File: src/rtl/rat_pkg.sv
package rat_pkg;
  localparam int RAT_SLOTS = 4;
  localparam int RAT_AREGS = 16;
  localparam int RAT_PREGS = 64;
  localparam int RAT_NSRC  = 2;
endpackage

File: src/rtl/rat_alloc.sv
// Hands out free tags to writing slots in slot order without gaps.
module rat_alloc #(
  parameter int SLOTS = 4,
  parameter int PW    = 6,
  localparam int CW   = $clog2(SLOTS + 1)
) (
  input  logic [SLOTS-1:0]    wr_eff,
  input  logic [SLOTS*PW-1:0] free_tag,
  output logic [SLOTS*PW-1:0] new_tag,
  output logic [CW-1:0]       cnt
);
  always_comb begin
    int n;
    n = 0;
    new_tag = '0;
    for (int k = 0; k < SLOTS; k++) begin
      if (wr_eff[k]) begin
        new_tag[k*PW +: PW] = free_tag[n*PW +: PW];
        n = n + 1;
      end
    end
    cnt = CW'(n);
  end
endmodule

File: src/rtl/rat_map.sv
// Architectural-to-physical map storage with combinational read ports.
module rat_map #(
  parameter int SLOTS = 4,
  parameter int NSRC  = 2,
  parameter int AREGS = 16,
  parameter int PREGS = 64,
  localparam int AW   = $clog2(AREGS),
  localparam int PW   = $clog2(PREGS)
) (
  input  logic                     clk,
  input  logic                     rst,
  input  logic                     we,
  input  logic [SLOTS-1:0]         wr_eff,
  input  logic [SLOTS*AW-1:0]      dst,
  input  logic [SLOTS*PW-1:0]      new_tag,
  input  logic [SLOTS*NSRC*AW-1:0] src,
  output logic [SLOTS*NSRC*PW-1:0] rd_src,
  output logic [SLOTS*PW-1:0]      rd_dst
);
  logic [PW-1:0] tbl [AREGS];

  // Ascending slot order: the highest writer of a register lands last.
  always_ff @(posedge clk) begin
    if (rst) begin
      for (int i = 0; i < AREGS; i++) tbl[i] <= PW'(i);
    end else if (we) begin
      for (int j = 0; j < SLOTS; j++) begin
        if (wr_eff[j]) tbl[dst[j*AW +: AW]] <= new_tag[j*PW +: PW];
      end
    end
  end

  for (genvar r = 0; r < SLOTS*NSRC; r++) begin : g_rsrc
    assign rd_src[r*PW +: PW] = tbl[src[r*AW +: AW]];
  end
  for (genvar k = 0; k < SLOTS; k++) begin : g_rdst
    assign rd_dst[k*PW +: PW] = tbl[dst[k*AW +: AW]];
  end
endmodule

File: src/rtl/rat_fwd.sv
// Resolves dependencies inside one rename group.
module rat_fwd #(
  parameter int SLOTS = 4,
  parameter int NSRC  = 2,
  parameter int AW    = 4,
  parameter int PW    = 6
) (
  input  logic [SLOTS-1:0]         wr_eff,
  input  logic [SLOTS*AW-1:0]      dst,
  input  logic [SLOTS*NSRC*AW-1:0] src,
  input  logic [SLOTS*PW-1:0]      new_tag,
  input  logic [SLOTS*NSRC*PW-1:0] rd_src,
  input  logic [SLOTS*PW-1:0]      rd_dst,
  output logic [SLOTS*NSRC*PW-1:0] src_tag,
  output logic [SLOTS*PW-1:0]      old_tag
);
  for (genvar k = 0; k < SLOTS; k++) begin : g_slot
    logic [PW-1:0] old_k;
    logic [NSRC*PW-1:0] src_k;

    // Later j overrides earlier j, so the nearest earlier writer wins.
    always_comb begin
      old_k = rd_dst[k*PW +: PW];
      src_k = rd_src[k*NSRC*PW +: NSRC*PW];
      for (int j = 0; j < k; j++) begin
        if (wr_eff[j]) begin
          if (dst[j*AW +: AW] == dst[k*AW +: AW]) old_k = new_tag[j*PW +: PW];
          for (int s = 0; s < NSRC; s++) begin
            if (dst[j*AW +: AW] == src[(k*NSRC+s)*AW +: AW])
              src_k[s*PW +: PW] = new_tag[j*PW +: PW];
          end
        end
      end
      if (!wr_eff[k]) old_k = '0;
    end

    assign old_tag[k*PW +: PW]              = old_k;
    assign src_tag[k*NSRC*PW +: NSRC*PW]    = src_k;
  end
endmodule

File: src/rtl/rename_map4.sv
module rename_map4
  import rat_pkg::*;
#(
  parameter int SLOTS = RAT_SLOTS,
  parameter int AREGS = RAT_AREGS,
  parameter int PREGS = RAT_PREGS,
  parameter int NSRC  = RAT_NSRC,
  localparam int AW   = $clog2(AREGS),
  localparam int PW   = $clog2(PREGS),
  localparam int CW   = $clog2(SLOTS + 1)
) (
  input  logic                     clk,
  input  logic                     rst,
  input  logic                     stall,
  input  logic [SLOTS-1:0]         in_vld,
  input  logic [SLOTS-1:0]         in_wr,
  input  logic [SLOTS*AW-1:0]      in_dst,
  input  logic [SLOTS*NSRC*AW-1:0] in_src,
  input  logic [SLOTS*PW-1:0]      free_tag,
  output logic [SLOTS-1:0]         out_vld,
  output logic [SLOTS-1:0]         out_wr,
  output logic [SLOTS*NSRC*PW-1:0] out_src_tag,
  output logic [SLOTS*PW-1:0]      out_new_tag,
  output logic [SLOTS*PW-1:0]      out_old_tag,
  output logic [CW-1:0]            out_alloc
);
  logic [SLOTS-1:0]         wr_eff;
  logic [SLOTS*PW-1:0]      new_tag;
  logic [CW-1:0]            cnt;
  logic [SLOTS*NSRC*PW-1:0] rd_src;
  logic [SLOTS*PW-1:0]      rd_dst;
  logic [SLOTS*NSRC*PW-1:0] src_tag;
  logic [SLOTS*PW-1:0]      old_tag;

  assign wr_eff = in_vld & in_wr;

  rat_alloc #(.SLOTS(SLOTS), .PW(PW)) u_alloc (
    .wr_eff   (wr_eff),
    .free_tag (free_tag),
    .new_tag  (new_tag),
    .cnt      (cnt)
  );

  rat_map #(.SLOTS(SLOTS), .NSRC(NSRC), .AREGS(AREGS), .PREGS(PREGS)) u_map (
    .clk     (clk),
    .rst     (rst),
    .we      (~stall),
    .wr_eff  (wr_eff),
    .dst     (in_dst),
    .new_tag (new_tag),
    .src     (in_src),
    .rd_src  (rd_src),
    .rd_dst  (rd_dst)
  );

  rat_fwd #(.SLOTS(SLOTS), .NSRC(NSRC), .AW(AW), .PW(PW)) u_fwd (
    .wr_eff  (wr_eff),
    .dst     (in_dst),
    .src     (in_src),
    .new_tag (new_tag),
    .rd_src  (rd_src),
    .rd_dst  (rd_dst),
    .src_tag (src_tag),
    .old_tag (old_tag)
  );

  always_ff @(posedge clk) begin
    if (rst) begin
      out_vld     <= '0;
      out_wr      <= '0;
      out_alloc   <= '0;
      out_src_tag <= '0;
      out_new_tag <= '0;
      out_old_tag <= '0;
    end else if (stall) begin
      out_vld   <= '0;
      out_wr    <= '0;
      out_alloc <= '0;
    end else begin
      out_vld     <= in_vld;
      out_wr      <= wr_eff;
      out_alloc   <= cnt;
      out_src_tag <= src_tag;
      out_new_tag <= new_tag;
      out_old_tag <= old_tag;
    end
  end
endmodule

File: config.mk
export PLATFORM = sky130hd
export DESIGN_NAME = rename_map4
export DESIGN_NICKNAME = d
export VERILOG_FILES = /design/src/rtl/rat_pkg.sv /design/src/rtl/rat_alloc.sv /design/src/rtl/rat_map.sv /design/src/rtl/rat_fwd.sv /design/src/rtl/rename_map4.sv
export SDC_FILE = /design/constraint.sdc
export NUM_CORES = 1
export LEC_CHECK = 0
export CORE_UTILIZATION = 40
export CTS_BUF_LIST = sky130_fd_sc_hd__clkbuf_16
export CTS_CLUSTER_SIZE = 25
export DETAILED_ROUTE_END_ITERATION = 7
export PLACE_DENSITY = 0.65
export SYNTH_ARGS = -nofsm -noshare
export SYNTH_HDL_FRONTEND = slang
export SYNTH_SLANG_ARGS = --single-unit
File: constraint.sdc
create_clock -name clk -period 8.42 [get_ports clk]
set_input_delay 1.684 -clock clk [delete_from_list [all_inputs] [get_ports clk]]
set_output_delay 1.684 -clock clk [all_outputs]
set_load 0.03 [all_outputs]
==> impl_metrics.env <==
export IMPL_worstReg2RegEnd="out_old_tag[18]"
export IMPL_r2r_slack_ns=5.87
export IMPL_ys_ff_latch=203
export IMPL_min_path_type="reg2reg"
export IMPL_diodes=0
export IMPL_path_cells="clkdlybuf4s50_1, and2_1, clkinv_1, ha_1, xor2_4, inv_1, ha_1, clkinv_1, mux2_2, o211ai_1, nand3_1, o21ai_0"
export IMPL_syn_nets=2249
export IMPL_clockRootBuffer="clkbuf_16"
export IMPL_max_cap_violations=0
export IMPL_hold_path_endpoint="out_new_tag[17]"
export IMPL_p_leak_nw=8.010
export IMPL_period_minus_slack_ns=6.910
export IMPL_critPathSlowestCell="ha_1"
export IMPL_die_area_mm2=0.05674
export IMPL_nets=2164
export IMPL_cts_setup_buffers=0
export IMPL_yosys_warnings=0
export IMPL_fmax_mhz=144.7
export IMPL_finalHoldViolCount=0
export IMPL_gp_congestion=1.033
export IMPL_synth_seq_area_share_pct=22.52
export IMPL_clkLatencyLatePin_ns=0.60
export IMPL_cp_top_family="buffers and inverters"
export IMPL_h_tree_depth=1
export IMPL_grt_max_degree=69
export IMPL_cp_arrival_ns=7.30
export IMPL_worstHoldStart="out_new_tag[17]"
export IMPL_slew_viol_final=0
export IMPL_routed_wl_mm=108.9
export IMPL_clkTransAtPathRegs_ns=0.06
export IMPL_ios=190
export IMPL_firstDrtPassIters=6
export IMPL_area_growth_pct=11.25
export IMPL_skew_ns=0.01447
export IMPL_hold_path_depth=2
export IMPL_core_mm2=0.05509
export IMPL_maxSlewHeadroom_pct=6.118
export IMPL_whs_ns=0.4669
export IMPL_initial_core_util_pct=40.51
export IMPL_clockBufferDepth=3
export IMPL_grt_pass1_vias=20890
export IMPL_syn_mean_instance_area_um2=10.33
export IMPL_outcome="finished, final reports clean"
export IMPL_syn_area_mm2=0.02232
export IMPL_chipHeight_um=238.2
export IMPL_placedInstanceArea_mm2=0.02400
export IMPL_crit_path_end_kind="register"
export IMPL_rows=86
export IMPL_antenna_found_initial=2
export IMPL_synth_main_ff_cell="dfxtp_1"
export IMPL_grt_pass1_wl_mm=153.8
export IMPL_postLayoutCellArea_mm2=0.02483
export IMPL_cp_start_kind="input pin"
export IMPL_rsz0062_at_grt="false"
export IMPL_gr_total_overflow=0
export IMPL_totalPowerFinal_mw=3.576
export IMPL_rr_worst_depth=6
export IMPL_postCtsHoldBufs=0
export IMPL_synth_edf_count=96
export IMPL_routedWlPerCell_um=38.28
export IMPL_ant_nets=0
export IMPL_cts_buffers=27
export IMPL_drt_iter0_drc=4018
export IMPL_cp_buffers_inverters=4
export IMPL_crit_type="in2reg"
export IMPL_drive_gt1_share_pct=23.76
export IMPL_cts_tree="yes"
export IMPL_vias=21750
export IMPL_powerDensity_mw_per_mm2=144.0
export IMPL_track_usage_pct=37.80
export IMPL_clock_sinks=203
export IMPL_place_hpwl_mm=73.93
export IMPL_cts_resized=0
export IMPL_vias_per_cell=7.649
export IMPL_vdd_drop_max_mv=0.1471
export IMPL_die_w_um=238.2
export IMPL_r2r_start="u_map.tbl[2][0]"
export IMPL_setup_viol=0
export IMPL_cp_slowest_stage_delay_ns=0.77
export IMPL_fin_crit_sh_pct=82.07
export IMPL_port_buffers=189
export IMPL_critical_path_peak_fanout=18
export IMPL_async_reset_ff_share_pct=0
export IMPL_nFillCells=5222
export IMPL_worstPathRequired_ns=8.81
export IMPL_synthDistinctLibCells=92
export IMPL_worst_pin_slew_ns=1.397
export IMPL_netlist_instances=2160
export IMPL_drt_drc_violations_left=0
export IMPL_final_setup_tns_ns=0
[kinds of logic (layout without fill, tap and decap cells)]
group	after synthesis	after routing	share of synthesized area [%]
compound gates	500	500	15.27
simple gates	566	566	12.24
mux	437	437	39.78
flops	203	203	22.52
buf+inv	371	307	6.750
xor+xnor	77	77	3.106
fa+ha+maj	6	6	0.3364
[flip-flops by register name, summed over array words and instances, names as in the netlist]
name	count
out_wr	4
out_alloc	3
out_new_tag	24
out_src_tag	48
out_old_tag	24
out_vld	4
u_map.tbl	96
[synthesized netlist by cell type, drive strengths merged (8+ instances only)]
cell type,number,area (um2)
a211oi,14,105.1
a21oi,89,445.4
a221o,8,80.08
a221oi,14,122.6
a22o,10,87.58
a22oi,21,157.7
a31oi,10,62.56
and2,14,87.58
and3,11,68.82
buf,93,460.4
clkbuf,255,957.2
dfxtp,107,2142
edfxtp,96,2883
inv,21,81.33
mux2i,72,720.7
mux4,359,8089
nand2,182,690.7
nand2b,10,62.56
nand3,62,310.3
nand4,20,125.1
nor2,128,499.2
nor2b,32,200.2
nor3,54,275.3
nor4,8,56.30
o211ai,76,570.6
o21ai,115,575.6
o221ai,39,341.6
o22ai,28,175.2
o311ai,10,95.10
o41ai,12,105.1
or2,9,56.31
or3,11,73.82
xnor2,40,350.3
xor2,37,342.8
[worst min-delay path, stage by stage (launching register included)]
cell	delay [ns]
dfxtp_1	0.33
nand2_1	0.05
o21ai_0	0.06
[through the flow]
stage | setup slack [ns] | cells | utilization, %
after floorplan | 2.783 | 2160 | -
after global placement | 1.154 | 2794 | 43.56
after detailed placement | 1.051 | 2794 | 43.56
after CTS | 1.650 | 2844 | 45.06
after global routing | 1.188 | 2844 | 45.06
final | 1.510 | 2844 | 45.06
[layer usage]
layer | track usage (%) | up-vias | routed length [um]
li1 | - | 8414 | -
met1 | 46.99 | 10590 | 36860
met2 | 56.03 | 2216 | 46580
met3 | 12.85 | 526 | 16470
met4 | 24.42 | 4 | 8943
met5 | 0.08658 | - | 28
[placed cells by master (no fill, tap or decap), types with 53 or more instances in the layout]
master | netlist | final
a21oi_1 | 89 | 87
clkdlybuf4s50_1 | 0 | 170
dfxtp_1 | 107 | 107
edfxtp_1 | 96 | 96
mux2i_1 | 72 | 72
mux4_2 | 358 | 358
nand2_1 | 181 | 181
nand3_1 | 62 | 62
nor2_1 | 126 | 125
nor3_1 | 53 | 53
o211ai_1 | 76 | 76
o21ai_0 | 110 | 110
[cell type report]
class	instances	area, um2	share of cell area (%)
Multi-Input combinational cell	1586	15810	63.69
Sequential cell	203	5025	20.24
Timing Repair Buffer	234	2137	8.608
Tap cell	748	935.9	3.770
Clock buffer	27	675.6	2.722
Clock inverter	23	151.4	0.6098
Inverter	23	88.84	0.3578
[how the worst max path moves through the flow]
stage | from | end | slack [ns] | depth (start not counted)
floorplan | in_vld[0] | u_map.tbl[13][3] | 2.78 | 17
global placement | in_vld[1] | u_map.tbl[4][0] | 1.15 | 12
detailed placement | in_vld[1] | u_map.tbl[4][0] | 1.05 | 12
CTS | in_vld[1] | u_map.tbl[4][0] | 1.65 | 12
global route | in_vld[1] | u_map.tbl[6][0] | 1.19 | 12
finish | in_vld[1] | u_map.tbl[4][0] | 1.51 | 12
[where the power goes]
group | internal [mW] | switching, mW
clock network | 0.614 | 0.506
registers | 1.10 | 0.197
logic | 0.536 | 0.627
Power figures use the tool's default switching activity.
